<file path="src/rtl/link_wait_monitor.sv">
module link_wait_monitor #(
  parameter int CLKS_PER_MS = 100000,
  parameter int MAX_POLLS   = 120
) (
  input  logic       clk,
  input  logic       rst_n,
  input  logic       start,
  input  logic [4:0] ltssm_state,
  output logic       link_up,
  output logic       timeout,
  output logic       done
);
  localparam int PW = (CLKS_PER_MS > 1) ? $clog2(CLKS_PER_MS) : 1;
  localparam int NW = $clog2(MAX_POLLS + 1);
  localparam logic [PW-1:0] PRE_LAST = PW'(CLKS_PER_MS - 1);
  localparam logic [NW-1:0] POLL_MAX = NW'(MAX_POLLS);

  localparam logic [4:0] ST_ACTIVE  = 5'h11;
  localparam logic [4:0] ST_STANDBY = 5'h12;
  localparam logic [4:0] ST_L1_IDLE = 5'h14;

  logic          busy;
  logic [PW-1:0] pre;
  logic [NW-1:0] polls;

  wire is_up = (ltssm_state == ST_ACTIVE) || (ltssm_state == ST_STANDBY) ||
               (ltssm_state == ST_L1_IDLE);
  wire tick  = busy && (pre == PRE_LAST);

  always_ff @(posedge clk) begin
    if (!rst_n) begin
      busy    <= 1'b0;
      pre     <= '0;
      polls   <= '0;
      link_up <= 1'b0;
      timeout <= 1'b0;
      done    <= 1'b0;
    end else if (start) begin
      pre     <= '0;
      polls   <= NW'(1);
      timeout <= 1'b0;
      link_up <= is_up;
      done    <= is_up;
      busy    <= !is_up;
    end else if (busy) begin
      if (tick) begin
        pre <= '0;
        if (polls == POLL_MAX) begin
          timeout <= 1'b1;
          done    <= 1'b1;
          busy    <= 1'b0;
        end else if (is_up) begin
          link_up <= 1'b1;
          done    <= 1'b1;
          busy    <= 1'b0;
        end else begin
          polls <= polls + NW'(1);
        end
      end else begin
        pre <= pre + PW'(1);
      end
    end
  end
endmodule

</file>
<file path="config.mk">
export PLATFORM = sky130hd
export DESIGN_NAME = link_wait_monitor
export DESIGN_NICKNAME = d
export VERILOG_FILES = /design/src/rtl/link_wait_monitor.sv
export SDC_FILE = /design/constraint.sdc
export NUM_CORES = 1
export LEC_CHECK = 0
export ABC_AREA = 1
export BUFFER_PORTS_ARGS = -buffer_cell sky130_fd_sc_hd__buf_2
export CORE_MARGIN = 10
export CORE_UTILIZATION = 45
export CTS_BUF_LIST = sky130_fd_sc_hd__clkbuf_8
export DETAILED_ROUTE_END_ITERATION = 12
export HOLD_SLACK_MARGIN = 0.12
export MAX_ROUTING_LAYER = met4
export PLACE_DENSITY_LB_ADDON = 0.1
export SLEW_MARGIN = 20
export SYNTH_ARGS = -nofsm -noshare
export SYNTH_HDL_FRONTEND = slang
export SYNTH_SLANG_ARGS = --single-unit
</file>
<file path="constraint.sdc">
create_clock -name clk -period 1.8 [get_ports clk]
set_input_delay 0.09 -clock clk [delete_from_list [all_inputs] [get_ports clk]]
set_output_delay 0.09 -clock clk [all_outputs]
set_load 0.02 [all_outputs]
</file>
**Word level (Yosys, flattened, before mapping)**

Index checks and enable logic that the tools add are counted.

- Flip-flop bits (word level): 28
- Input bits: 8
- Word-level logic and storage cells: 53

- Add/sub/neg operators: 2
- Eq/ne operators: 7
- Multiplexer cells: 20
- Bitwise operators: 3
- Reduce and logical (&&, ||, !) cells: 14

Operators with widths:

| cell | number |
|---|---|
| $mux 1 | 19 |
| $add 17x1->17 const B | 1 |
| $eq 17x17->1 const B | 1 |
| $mux 17 | 1 |
| $eq 5x5->1 const B | 3 |
| $reduce_and 4->1 | 3 |
| $add 7x1->7 const B | 1 |
| $eq 7x7->1 const B | 1 |
| $reduce_and 3->1 | 2 |
| $reduce_bool 2->1 | 3 |
| $ne 2x2->1 const B | 2 |
| $not 1->1 | 3 |
| $reduce_bool 3->1 | 1 |
| $logic_or 1x1->1 | 2 |
| $reduce_or 2->1 | 1 |
| $logic_and 1x1->1 | 1 |
| $logic_not 1->1 | 1 |

**Depth between registers and ports, before layout**

- Depth in word-level cells: 8
- Depth in mapped cells: 11
- Gate-level depth less buffers: 11

**Worst setup path after synthesis**

Ideal clock, no wire load.

- Path kind: reg-to-reg
- From: reg pre[0]
- To: reg pre[13]
- Arrival time: 1295 ps
- Required time: 1684 ps
- Path slack: 390 ps
- Cell stages (with the launch flop): 8
- Cell sequence: dfxtp_1 ha_1 nand3_1 nor2_1 nand3_4 nand2_2 inv_2 and3_1

- Cells in the longest elaborated chain, start to end: 3
- Elaborated cells on any way between the ends: 4
- Those cells by class: 1 x add/sub; 1 x eq/ne; 1 x mux; 1 x reduce/logical

Ends and longest elaborated chain:

| what | RTL line | RTL |
|---|---|---|
| start: declaration | 23 | `logic [PW-1:0] pre;` |
| start signal: assignment | 60 | `pre <= pre + PW'(1);` |
| parallel branches: the longest is 2 deep, another holds $add 17x1->17 | -- |  |
| $mux 17 (*) | 46 | `if (tick) begin` |

Mark *: on every way between the ends.
A chain may end at the register's enable or synchronous reset.

**Worst setup path in the final report**

Same ends and word-level chain as after synthesis.

==> out/metrics.csv <==
stage,metric,value,unit
status,status,"complete, no violations",
synthesis,Synth async-reset ratio,0,%
power,Reg power frac,57.8,%
timing,final period utilization,89.7,%
critical_path,CP Max Fanout,8,
global_routing,largest net degree at the start of global routing,16,
route,drt drc,0,
synthesis,syn nets,232,
power,Net Sw Frac,22.7,%
critical_path,critical path type,reg -> reg,
critical_path,WP data required,1.98,ns
synthesis,Post-Synthesis Cell Area,1530,um2
synthesis,post-synthesis cell count,221,
die,Placeable Area,3310,um2
timing,final hold violation count,0,
cells_and_area,# diodes,0,
die,chip width,78.4,um
timing,Worst Tran Pin Value,0.333,ns
clock_network,# Post-CTS Setup Buffers,0,
critical_path,Worst setup SP type,flop,
global_routing,GR Overflow Total,0,
clock_network,clock root cell,clkbuf_8,
worst_hold_path,Min-Delay Path Class,in -> reg,
cells_and_area,area grow syn2layout,12.2,%
route,vias,1355,
power,Int Pwr,846,uW
die,I/O pins,11,
power,Logic pwr share,6.0,%
timing,setup TNS,0,ns
clock_network,Num CTS Buffers,3,
clock_network,Worst-Skew Late Latency,0.28,ns
run,max-cap viol count,0,
synthesis,Post-synth EDFFs,0,
timing,max_slew headroom,77.6,%
global_routing,first-pass GRT wire length,5510,um
clock_network,Clock Sinks,28,
synthesis,Synth top area share,36.5,%
timing,Final Setup Violations,0,
cells_and_area,share of layout cells above drive strength 1,14.7,%
timing,post-layout minimum cycle time,1.62,ns
clock_network,H-tree lvl count,1,
placed_design,PortBufs,10,
critical_path,CP Capture Type,flop,
die,total die area,6140,um2
synthesis,top area cells in the synthesized netlist,"dfxtp_1, nand2_1, nor2_1",
synthesis,cell taking the most area after synthesis,dfxtp_1,
synthesis,ys flop type,dfxtp_1,
synthesis,post-synthesis cell type count,27,
cells_and_area,"commonest non-fill, non-tap cell in the layout",nand2_1,
cells_and_area,"commonest cells after routing, fill and taps aside","nand2_1, nor2_1, inv_1, dfxtp_1, nand3_1",
timing,Setup Skew,0.00404,ns
die,height of the die,78.4,um
timing,RSZ-0062 raised after global routing,no,
global_routing,initial antenna violation count,0,
synthesis,syn avg cell area,6.94,um2
placed_design,GPL Wtd Cong,0.835,
clock_network,Clock Tree Buf Depth,2,
global_routing,overall routing resource usage,11.1,%
placed_design,DP HPWL,2480,um
die,Cell Rows,21,
power,PwrDens,636,nW/um2
clock_network,CTS tree,yes,
cells_and_area,final net count,250,
route,total detailed-routing wirelength,3180,um
timing,Hold WS,0.132,ns
cells_and_area,# fillers,361,
power,Psw,248,uW
power,Clk network pwr share,36.2,%
route,Pre-antenna DRT Iters,4,
synthesis,post-synthesis sequential area ratio,36.5,%
timing,max-slew violation count,0,
global_routing,vias in the first global route,1292,
critical_path,CP Data Arrival Time,1.80,ns
synthesis,Syn. warnings,0,
route,DRT antenna net count,0,
synthesis,"flops & latches, synth",28,
route,drt via density,4.77,
timing,fmax,0.619,GHz
route,DRT iter0 DRCs,63,
clock_network,"Clk pin slew, worst setup/hold paths",0.10,ns
die,Initial Utilization,46.3,%
route,wire length per cell,11.2,um
power,Max IR drop VDD,309,uV
power,P_leak,0.683,nW
cells in the mapped netlist, types with 3 or more instances:
| master | number |
|---|---|
| nand2_1 | 49 |
| nor2_1 | 35 |
| dfxtp_1 | 28 |
| inv_1 | 28 |
| nand3_1 | 21 |
| nor3_1 | 9 |
| a21oi_1 | 6 |
| nor2_2 | 5 |
| o21ai_0 | 5 |
| xor2_1 | 5 |
| ha_1 | 3 |
| inv_2 | 3 |
worst paths after layout:
kind | endpoint | from | cells after the start | slack (ns)
max | pre[13] | pre[0] | 7 | 0.18
min | busy | start | 3 | 0.13
max reg2reg | pre[13] | pre[0] | 7 | 0.18
min reg2reg | timeout | timeout | 1 | 0.47
per-layer routing:
metal / routed length [um] / part of all wire, % / global-route usage [%] / up-vias
met3: 142 / 4.5 / 2.85 / 5
met2: 1450 / 46 / 18.1 / 18
met4: 45 / 1.4 / 3.76 / 0
met1: 1540 / 48 / 13.0 / 593
li1: - / - / - / 739
met5: 0 / 0 / - / -
final cells by class:
type | instances | area, um2 | share of cell area (%)
multi-input cells | 162 | 857 | 49.8
flip-flops and latches | 28 | 561 | 32.6
inverters | 31 | 116 | 6.76
repair buffers | 13 | 75.1 | 4.36
well taps | 46 | 57.6 | 3.34
clock buffers | 4 | 55.1 | 3.20
state kept, by name, summed over array words and instances (netlist names):
| register | cells |
|---|---|
| done | 1 |
| timeout | 1 |
| polls | 7 |
| busy | 1 |
| link_up | 1 |
| pre | 17 |
critical path: stages, from the launching register on:
cell	delay, ns
dfxtp_1	0.39
ha_1	0.20
nand3_1	0.10
nor2_1	0.22
nand3_4	0.15
nand2_2	0.20
inv_2	0.08
and3_1	0.18
per-stage QoR:
stage	cells	utilization [%]	setup WS (ns)	total power, mW	area, um2
5_1_grt	284	52.0	0.0740	1.14	1720
2_1_floorplan	221	-	0.390	0.686	1530
3_5_place_dp	279	50.0	0.221	0.712	1660
6_report	284	52.0	0.185	1.09	1720
4_1_cts	284	52.0	0.207	1.11	1720
3_3_place_gp	279	50.0	0.274	0.711	1660
power groups by stage:
stage / combinational (mW) / clock (mW) / sequential, mW
global route: 0.0740 / 0.432 / 0.634
CTS: 0.0665 / 0.408 / 0.633
finish: 0.0658 / 0.396 / 0.632
global placement: 0.0641 / 0 / 0.647
detailed placement: 0.0644 / 0 / 0.647
floorplan: 0.0369 / 0 / 0.649
logic make-up after synthesis:
family          count (synthesis)  share of synthesized area (%)
flops                          28                           36.5
simple gates                  135                           42.8
buf+inv                        31                           7.59
xor+xnor                        7                           4.00
compound gates                 17                           6.61
fa+ha+maj                       3                           2.45
repair_timing:
action,CTS,global route
endpoints found under the setup margin,0,0
gates resized for setup,0,0
hold buffers,1,0
endpoints found under the hold margin,4,0
Note: power is estimated with default switching activity, not from simulation.
